File: src/rtl/rlt_pkg.sv
package rlt_pkg;
    localparam int CH_PER_REGION = 8;
    localparam int LOC_W         = $clog2(CH_PER_REGION);
    localparam int TS_W          = 10;
    localparam int LOSS_W        = 4;
    localparam int CHAN_W        = 6;
    localparam int WORD_W        = 1 + CHAN_W + 2 * TS_W + LOSS_W + 1;

    typedef struct packed {
        logic [LOC_W-1:0]  loc;
        logic [TS_W-1:0]   toa;
        logic [TS_W-1:0]   tot;
        logic [LOSS_W-1:0] loss;
    } entry_t;

    // Build a word: marker, channel, times, stall count, then even parity.
    function automatic logic [WORD_W-1:0] pack_word(input logic [CHAN_W-1:0] chan,
                                                    input entry_t e);
        logic [WORD_W-2:0] body;
        body = {1'b1, chan, e.toa, e.tot, e.loss};
        return {body, ^body};
    endfunction
endpackage

File: src/rtl/rr_arbiter.sv
module rr_arbiter #(
    parameter int N = 8,
    localparam int IW = (N > 1) ? $clog2(N) : 1
) (
    input  logic          clk,
    input  logic          rst_n,
    input  logic [N-1:0]  req,
    input  logic          advance,
    output logic [N-1:0]  grant,
    output logic [IW-1:0] grant_idx,
    output logic          any
);
    typedef struct packed {
        logic [IW-1:0] ptr;
    } arb_st_t;

    arb_st_t       st_q, st_d;
    logic [IW-1:0] cand;

    always_comb begin
        grant     = '0;
        grant_idx = '0;
        any       = 1'b0;
        cand      = '0;
        for (int off = 0; off < N; off++) begin
            cand = IW'((int'(st_q.ptr) + off) % N);
            if (!any && req[cand]) begin
                any       = 1'b1;
                grant_idx = cand;
            end
        end
        if (any) grant[grant_idx] = 1'b1;

        st_d = st_q;
        if (advance && any) begin
            st_d.ptr = (int'(grant_idx) == N - 1) ? '0 : IW'(grant_idx + 1'b1);
        end
    end

    always_ff @(posedge clk or negedge rst_n) begin
        if (!rst_n) st_q <= '0;
        else        st_q <= st_d;
    end
endmodule

File: src/rtl/region_buffer.sv
module region_buffer import rlt_pkg::*; #(
    parameter int DEPTH = 4,
    localparam int PW = (DEPTH > 1) ? $clog2(DEPTH) : 1,
    localparam int CW = $clog2(DEPTH + 1)
) (
    input  logic                          clk,
    input  logic                          rst_n,
    input  logic [CH_PER_REGION-1:0]      ch_valid,
    input  logic [CH_PER_REGION*TS_W-1:0] ch_toa,
    input  logic [CH_PER_REGION*TS_W-1:0] ch_tot,
    output logic [CH_PER_REGION-1:0]      ch_ready,
    input  logic                          pop,
    output entry_t                        head,
    output logic                          not_empty,
    output logic                          full
);
    typedef struct packed {
        entry_t [DEPTH-1:0] mem;
        logic [PW-1:0]      wr;
        logic [PW-1:0]      rd;
        logic [CW-1:0]      cnt;
        logic [LOSS_W-1:0]  loss;
    } rb_st_t;

    rb_st_t                   st_q, st_d;
    logic [CH_PER_REGION-1:0] arb_req;
    logic [CH_PER_REGION-1:0] arb_grant;
    logic [LOC_W-1:0]         arb_idx;
    logic                     arb_any;
    logic                     do_pop;

    assign full      = (st_q.cnt == CW'(DEPTH));
    assign not_empty = (st_q.cnt != '0);
    assign head      = st_q.mem[st_q.rd];
    assign arb_req   = full ? '0 : ch_valid;
    assign ch_ready  = arb_grant;

    rr_arbiter #(.N(CH_PER_REGION)) u_arb (
        .clk       (clk),
        .rst_n     (rst_n),
        .req       (arb_req),
        .advance   (arb_any),
        .grant     (arb_grant),
        .grant_idx (arb_idx),
        .any       (arb_any)
    );

    always_comb begin
        st_d   = st_q;
        do_pop = pop && not_empty;
        if (arb_any) begin
            st_d.mem[st_q.wr] = '{loc:  arb_idx,
                                  toa:  ch_toa[arb_idx*TS_W +: TS_W],
                                  tot:  ch_tot[arb_idx*TS_W +: TS_W],
                                  loss: st_q.loss};
            st_d.wr   = st_q.wr + 1'b1;
            st_d.loss = '0;
        end else if (full && (|ch_valid) && (st_q.loss != '1)) begin
            st_d.loss = st_q.loss + 1'b1;
        end
        if (do_pop) st_d.rd = st_q.rd + 1'b1;
        case ({arb_any, do_pop})
            2'b10:   st_d.cnt = st_q.cnt + 1'b1;
            2'b01:   st_d.cnt = st_q.cnt - 1'b1;
            default: st_d.cnt = st_q.cnt;
        endcase
    end

    always_ff @(posedge clk or negedge rst_n) begin
        if (!rst_n) st_q <= '0;
        else        st_q <= st_d;
    end
endmodule

File: src/rtl/link_serializer.sv
module link_serializer #(
    parameter int W = 32,
    localparam int CW = $clog2(W + 1)
) (
    input  logic         clk,
    input  logic         rst_n,
    input  logic         load,
    input  logic [W-1:0] word,
    output logic         idle,
    output logic         sout
);
    typedef struct packed {
        logic [W-1:0]  sh;
        logic [CW-1:0] cnt;
    } ls_st_t;

    ls_st_t st_q, st_d;

    assign idle = (st_q.cnt == '0);
    assign sout = !idle && st_q.sh[W-1];

    always_comb begin
        st_d = st_q;
        if (!idle) begin
            st_d.sh  = st_q.sh << 1;
            st_d.cnt = st_q.cnt - 1'b1;
        end else if (load) begin
            st_d.sh  = word;
            st_d.cnt = CW'(W);
        end
    end

    always_ff @(posedge clk or negedge rst_n) begin
        if (!rst_n) st_q <= '0;
        else        st_q <= st_d;
    end
endmodule

File: src/rtl/region_link_top.sv
module region_link_top import rlt_pkg::*; #(
    parameter int NUM_REGIONS = 8,
    parameter int FIFO_DEPTH  = 4,
    parameter int NUM_LINKS   = 2,
    localparam int NCH = NUM_REGIONS * CH_PER_REGION,
    localparam int RIW = (NUM_REGIONS > 1) ? $clog2(NUM_REGIONS) : 1
) (
    input  logic                 clk,
    input  logic                 rst_n,
    input  logic [NCH-1:0]       hit_valid,
    input  logic [NCH*TS_W-1:0]  hit_toa,
    input  logic [NCH*TS_W-1:0]  hit_tot,
    output logic [NCH-1:0]       hit_ready,
    output logic [NUM_LINKS-1:0] link_out
);
    logic [NUM_REGIONS-1:0] region_nonempty;
    logic [NUM_REGIONS-1:0] region_full;
    logic [NUM_REGIONS-1:0] region_pop;
    entry_t                 region_head [NUM_REGIONS];
    logic [NUM_REGIONS-1:0] g_grant;
    logic [RIW-1:0]         g_idx;
    logic                   g_any;
    logic                   pop_go;
    logic [NUM_LINKS-1:0]   link_idle;
    logic [NUM_LINKS-1:0]   link_load;
    entry_t                 sel_entry;
    logic [WORD_W-1:0]      word;
    logic                   placed;

    for (genvar r = 0; r < NUM_REGIONS; r++) begin : g_region
        region_buffer #(.DEPTH(FIFO_DEPTH)) u_region (
            .clk       (clk),
            .rst_n     (rst_n),
            .ch_valid  (hit_valid[r*CH_PER_REGION +: CH_PER_REGION]),
            .ch_toa    (hit_toa[r*CH_PER_REGION*TS_W +: CH_PER_REGION*TS_W]),
            .ch_tot    (hit_tot[r*CH_PER_REGION*TS_W +: CH_PER_REGION*TS_W]),
            .ch_ready  (hit_ready[r*CH_PER_REGION +: CH_PER_REGION]),
            .pop       (region_pop[r]),
            .head      (region_head[r]),
            .not_empty (region_nonempty[r]),
            .full      (region_full[r])
        );
    end

    rr_arbiter #(.N(NUM_REGIONS)) u_region_arb (
        .clk       (clk),
        .rst_n     (rst_n),
        .req       (region_nonempty),
        .advance   (pop_go),
        .grant     (g_grant),
        .grant_idx (g_idx),
        .any       (g_any)
    );

    always_comb begin
        pop_go     = g_any && (|link_idle);
        region_pop = g_grant & {NUM_REGIONS{pop_go}};
        sel_entry  = region_head[g_idx];
        word       = pack_word(CHAN_W'({g_idx, sel_entry.loc}), sel_entry);
        link_load  = '0;
        placed     = 1'b0;
        for (int l = 0; l < NUM_LINKS; l++) begin
            if (pop_go && !placed && link_idle[l]) begin
                link_load[l] = 1'b1;
                placed       = 1'b1;
            end
        end
    end

    for (genvar l = 0; l < NUM_LINKS; l++) begin : g_link
        link_serializer #(.W(WORD_W)) u_link (
            .clk   (clk),
            .rst_n (rst_n),
            .load  (link_load[l]),
            .word  (word),
            .idle  (link_idle[l]),
            .sout  (link_out[l])
        );
    end
endmodule

File: config.mk
export PLATFORM = sky130hd
export DESIGN_NAME = region_link_top
export DESIGN_NICKNAME = d
export VERILOG_FILES = /design/src/rtl/rlt_pkg.sv /design/src/rtl/rr_arbiter.sv /design/src/rtl/region_buffer.sv /design/src/rtl/link_serializer.sv /design/src/rtl/region_link_top.sv
export SDC_FILE = /design/constraint.sdc
export NUM_CORES = 2
export LEC_CHECK = 0
export ABC_AREA = 1
export BUFFER_PORTS_ARGS = -buffer_cell sky130_fd_sc_hd__buf_2
export CAP_MARGIN = 20
export CORE_AREA = 2 2 549 551
export CTS_BUF_LIST = sky130_fd_sc_hd__clkbuf_4 sky130_fd_sc_hd__clkbuf_8 sky130_fd_sc_hd__clkbuf_16
export DETAILED_ROUTE_END_ITERATION = 7
export DIE_AREA = 0 0 551 553
export PLACE_DENSITY_LB_ADDON = 0.15
export SLEW_MARGIN = 20
export SYNTH_ARGS = -nofsm -noshare
export SYNTH_HDL_FRONTEND = slang
export SYNTH_SLANG_ARGS = --single-unit
File: constraint.sdc
create_clock -name clk -period 5.25 [get_ports clk]
set_clock_uncertainty 0.05 [all_clocks]
set_input_delay 0.525 -clock clk [delete_from_list [all_inputs] [get_ports clk]]
set_output_delay 0.525 -clock clk [all_outputs]
set_load 0.005 [all_outputs]
== After elaboration in Yosys (flattened, before gate mapping) ==
Cells that the tools add are included.
Storage, ports and cells
  bits in registers: 1055
  input bits: 1346
  output and inout bits: 66
  logic and storage cells: 1089
Cells by class
  add/sub/neg operators: 114
  multipliers: 8
  magnitude comparators: 115
  equality and inequality tests: 43
  shift-type cells: 16
  muxes and demuxes: 405
  bitwise gates (word level): 2
  reduce and logical (&&, ||, !) cells: 213
Operator list (count)
  $shiftx 80x8->10: 16
  $bwmux 108: 8
  $mux 27: 18
  $bmux 27 s2: 8
  $demux 27 s2: 8
  $lt 3x4->1 const B: 81
  $mux 3: 81
  $bmux 1 s3: 72
  $mux 1: 155
  $mux 38: 4
  $mux 8: 17
  $logic_and 1x1->1: 111
  $add 3x3->3 const B: 36
  $bmux 27 s3: 1
  $add 3x1->3 const B: 26
  $logic_not 1->1: 66
  $mux 4: 16
  $reduce_or 8->1: 8
  $add 3x2->3 const B: 18
  $lt 2x3->1 const B: 16
  $mul 3x3->6 const B: 8
  $pmux 3 s2: 8
  $add 2x1->2 const B: 16
  $add 4x1->4 const B: 8
  other kinds (19): 110

== Logic depth before layout (Yosys ltp) ==
  word-level depth: 34
  depth in mapped cells: 35
  mapped depth without buffers: 31

== Hierarchy ==
From an unflattened synthesis, not the netlist that was laid out.
Unflattened totals
  cells, all modules: 12210
  area, all modules: 78205.0 um2
Modules (own cells, without submodules)
  region_buffer (g_region[0].u_region ...): times used 5, cells each 1134, area each 7578.5 um2, seq. area each 2977.9 um2
  region_buffer (g_region[3].u_region ...): times used 2, cells each 1134, area each 7567.3 um2, seq. area each 2977.9 um2
  rr_arbiter (g_region[0].u_region.u_arb ...): times used 8, cells each 180, area each 1053.5 um2, seq. area each 75.1 um2
  region_buffer (g_region[7].u_region): times used 1, cells each 1134, area each 7519.7 um2, seq. area each 2977.9 um2
  link_serializer: times used 2, cells each 321, area each 2282.2 um2, seq. area each 950.9 um2
  region_link_top: times used 1, cells each 885, area each 3653.5 um2, seq. area each 0.0 um2
  rr_arbiter (u_region_arb): times used 1, cells each 171, area each 1012.2 um2, seq. area each 75.1 um2

== Worst setup path before layout ==
OpenSTA, ideal clock, no wires.
  path kind: flip-flop to flip-flop
  start point: register u_region_arb.st_q[0] (netlist bit)
  end point: register g_region[0].u_region.st_q[6] (netlist bit)
  data arrival time: 3.771 ns
  required time: 5.069 ns
  path slack: 1.298 ns
  cell stages (with the launch flop): 26
  cell sequence: dfrtp_1 buf_6 inv_4 buf_6 ha_1 inv_1 nand3_1 nand2_1 inv_2 o21ai_2 inv_2 nand3_1 nand3_2 nand2_2 buf_6 inv_4 buf_4 nor2_1 inv_1 a211oi_1 ha_1 inv_1 fa_1 a21oi_1 o21ai_0 xor2_1
On the way
  cells in the longest elaborated chain, start to end: 33
RTL lines
  start, declared: line rr_arbiter.sv:17  | arb_st_t st_q, st_d;
  start signal, assigned: line rr_arbiter.sv:42  | else st_q <= st_d;
  parallel branches: the longest is 29 deep, another holds $add 3x1->3
  $and 8x8->8 *: line region_link_top.sv:57  | region_pop = g_grant & {NUM_REGIONS{pop_go}};
  $logic_and 1x1->1 *: line region_buffer.sv:50  | do_pop = pop && not_empty;
  net g_region[0].u_region.do_pop: line region_buffer.sv:30  | logic do_pop;
  $eq 2x1->1 or $eq 2x2->1 (tied branches): line region_buffer.sv:62  | case ({arb_any, do_pop})
  $pmux 3 s2 or $reduce_bool 2->1 (tied branches)
  end signal, assigned: line region_buffer.sv:71  | else st_q <= st_d;
  end, declared: line region_buffer.sv:25  | rb_st_t st_q, st_d;
Mark *: on every way through the listed nets, which the timed path passes. The select of a mux whose other input is x is not followed.
A chain may end at the register's enable or synchronous reset.

== Worst setup path in the final report ==
  start point: register g_region[3].u_region.st_q[5] (netlist bit)
  end point: output hit_ready[26]
On the way
  cells in the longest elaborated chain, start to end: 31
RTL lines
  start, declared: line region_buffer.sv:25
  start signal, assigned: line region_buffer.sv:71
  $eq 3x3->1 *: line region_buffer.sv:32  | assign full = (st_q.cnt == CW'(DEPTH));
  $mux 8 *: line region_buffer.sv:35  | assign arb_req = full ? '0 : ch_valid;
  $bmux 1 s3: line rr_arbiter.sv:27  | if (!any && req[cand]) begin
  $mux 1 (implied by the code): line rr_arbiter.sv:27
  $mux 1: line rr_arbiter.sv:27
  $logic_not 1->1: line rr_arbiter.sv:27
  $logic_and 1x1->1: line rr_arbiter.sv:27
  $mux 1: line rr_arbiter.sv:27
  [... 15 more ...]
  $logic_not 1->1: line rr_arbiter.sv:27
  $logic_and 1x1->1: line rr_arbiter.sv:27
  $mux 3: line rr_arbiter.sv:27
  $lt 3x4->1 (implied by the code) or $ge 3x1->1 (tied branches): line rr_arbiter.sv:32  | if (any) grant[grant_idx] = 1'b1;
  $logic_and 1x1->1 (implied by the code): line rr_arbiter.sv:32
  $mux 1 (implied by the code): line rr_arbiter.sv:32
  $demux 1 s3: line rr_arbiter.sv:32
  $mux 8 *: line rr_arbiter.sv:32
  end, declared: line region_link_top.sv:13  | output logic [NCH-1:0] hit_ready,
Every way passes the cells marked *; elsewhere a longest branch is shown, timed or not. The select of a mux whose other input is x is not followed.

==> metrics.txt <==
hold violation count in the final report=0; critical-path cell list=nor2_4 -> nand2_2 -> inv_2 -> nor2_1 -> o21ai_0 -> nand2_1 -> o21ai_1 -> nor2_1 -> nor2_2 -> nand2_1 -> nor2_2 -> nand2_1 -> nor3_1 -> inv_1 -> nand3_1 -> o31ai_1 -> nand2_2 -> buf_6 -> nor2_1 -> buf_2; drt first-iter violations=5277; final hold slack=0.112 ns; die width=551 microns; DP Worst Slack=0.361 ns; CP max-delay cell=buf_6; sequential cell area fraction in the yosys report=0.393; Synth Instances=10100; Max Root-Sink Buffers=3; DR WL/cell=19.6 microns; #FFs+latches synth=1055; Synthesis Warnings=0; Worst-path clk slew=0.06 ns; clk_lat worst skew=0.81 ns; EDFF count, synth=0; Tcrit/Tclk final=0.937; synth unique cells=61; Post-synth ARST share=1.00; worst relative slew slack=0.119; Final Wtd Congestion=0.944; dominant synthesized flop cell=dfrtp_1; largest net degree at the start of global routing=147; Critical Path RT=4.68 ns; Mapped Nets=11500; row count=201; synthesized area per cell=6.67 sq um; die height=553 microns; Global Route Usage Sum=0.190; max-cap viol count=0; f_max=0.203 GHz; crit path DAT=4.34 ns; WL final=301 mm; Starting Density=0.225; CTS root buffer=clkbuf_16; crit path kind=reg -> out; slowest stage delay, CP=0.48 ns; Startpoint Class=flop; number of buffers created by CTS=136; initial antenna violation count=45; H-tree depth=4; CTS sink count=1055; P&R area growth vs syn=24.9%; gr ovfl total=0; first-pass GRT wire length=443 mm; die area=305000 sq um; Detailed Routing Iterations Pass 1=6; # setup viols final=0; Antenna Nets Post-Route=0; outcome=complete, no violations; CP Max Fanout=85; worst-margin pin slew=1.31 ns; r2r setup slk=0.45 ns; mapped cell area=67200 sq um; final cell count without fillers=15400; Tmin final=4.92 ns; Slew Limit Fails=0; vias in the first global route=69100; CP endpoint kind=output port; CTS tree=yes; Placed Cells=15100; Detailed Place HPWL=228 mm; Hold Path Class=in -> reg; DRC Markers=0; vias=70800; Core ar.=299000 sq um; drt via density=4.61; NumNets Final=12700; Buffers on Ports=1411; final worst slack=0.331 ns; IO Count=1412; layout cells sized above 1=0.197
-- Yosys cell counts, types with 10 or more instances --
master / count / area (sq um)
a21oi_1: 342 / 1710
a21oi_2: 12 / 105
a32o_1: 82 / 821
buf_2: 173 / 866
buf_4: 48 / 360
buf_6: 23 / 259
clkbuf_1: 351 / 1320
clkinv_1: 19 / 71.3
dfrtp_1: 1055 / 26400
ha_1: 84 / 1050
inv_1: 395 / 1480
inv_2: 74 / 278
nand2_1: 4397 / 16500
nand2_2: 23 / 144
nand3_1: 192 / 961
nand3b_1: 52 / 390
nand4_1: 21 / 131
nor2_1: 744 / 2790
nor2_2: 85 / 532
nor2_4: 10 / 113
nor3_1: 16 / 80.1
nor3_2: 22 / 220
nor4_1: 23 / 144
o21a_1: 57 / 428
o21ai_0: 810 / 4050
o21ai_1: 587 / 2940
o221ai_1: 38 / 333
o22ai_1: 122 / 763
xnor2_1: 20 / 175
xor2_1: 68 / 596
-- logic make-up after synthesis --
group | after synthesis | share of synthesized area
buf+inv | 1096 | 0.0699
fa+ha+maj | 92 | 0.0180
flops | 1055 | 0.393
compound gates | 2110 | 0.173
simple gates | 5626 | 0.333
mux | 6 | 0.000894
xor+xnor | 89 | 0.0117
-- registers in the layout, summed over array words and instances (netlist names), named ones only --
name and count:
g_region.u_region.u_arb.st_q 23, g_link.u_link.st_q 76, u_region_arb.st_q 3, g_region.u_region.st_q 952
-- cell type report --
type                       count  area (sq um)
antenna                       26          65.1
clock buffer                 203          4120
clock inverter                44           626
fill                       33400        215000
inverter                     493          1920
multi-input combinational   7923         36300
sequential                  1055         26400
tap                         3958          4950
timing repair buffer        1671          9540
timing repair inverter         1          5.00
-- metal layers --
metal,vias to the layer above,global-route usage,wire length [microns]
met5,-,0,46
met4,8,0.0580,8980
met3,304,0.0239,13900
met2,1968,0.313,141000
met1,33600,0.256,137000
li1,34900,-,-
-- final timing paths --
| kind | start | to | depth (start not counted) |
|---|---|---|---|
| max | g_region[3].u_region.st_q[5] | hit_ready[26] | 20 |
| min | hit_toa[18] | g_region[0].u_region.st_q[33] | 5 |
| max reg2reg | u_region_arb.st_q[1] | g_link[0].u_link.st_q[6] | 31 |
| min reg2reg | g_link[1].u_link.st_q[0] | g_link[1].u_link.st_q[0] | 1 |
| max in group asynchronous | rst_n | g_region[2].u_region.u_arb.st_q[0] | 3 |
| min in group asynchronous | rst_n | g_region[2].u_region.st_q[88] | 2 |
-- metrics by stage --
stage / TNS (ns) / utilization / area, sq um
2_1_floorplan: 0 / - / 67200
3_3_place_gp: 0 / 0.263 / 78400
3_5_place_dp: 0 / 0.263 / 78400
4_1_cts: 0 / 0.279 / 83300
5_1_grt: -0.0509 / 0.281 / 84000
6_report: 0 / 0.281 / 84000
-- placed cells by master, fill, tap and decap left out, drive strengths merged, types with 8 or more instances in the layout --
master / Yosys / layout
nand2: 4423 / 4423
buf: 252 / 1669
o21ai: 1408 / 1408
dfrtp: 1055 / 1055
nor2: 840 / 840
inv: 474 / 473
a21oi: 354 / 354
clkbuf: 351 / 204
nand3: 202 / 202
o22ai: 122 / 122
ha: 84 / 84
a32o: 82 / 82
xor2: 68 / 68
o21a: 57 / 57
nand3b: 52 / 52
clkinv: 19 / 46
nor3: 40 / 40
o221ai: 38 / 38
diode: 0 / 26
nor4: 25 / 25
nand4: 24 / 24
xnor2: 21 / 21
or2: 17 / 17
clkinvlp: 0 / 13
a211oi: 9 / 9
o211ai: 9 / 9
fa: 8 / 8
-- critical path, delay by kind of cell, from the launching register on --
| family | cells | cell delay [ns] |
|---|---|---|
| compound gates | 3 | 0.51 |
| buf+inv | 4 | 0.88 |
| flops | 1 | 0.42 |
| simple gates | 13 | 1.68 |
-- what timing repair did --
item / 4_1_cts / 5_1_grt
setup endpoints to repair: 34 / 67
setup buffers: 2 / 42
gates cloned: 0 / 4
pin swaps: 1 / 15
endpoints found under the hold margin: 73 / 0
resized for setup: 20 / 88
hold buffers: 1 / 0
Power is not shown: default switching activity piles up to over one toggle a cycle in this logic, so the estimate is an artifact.
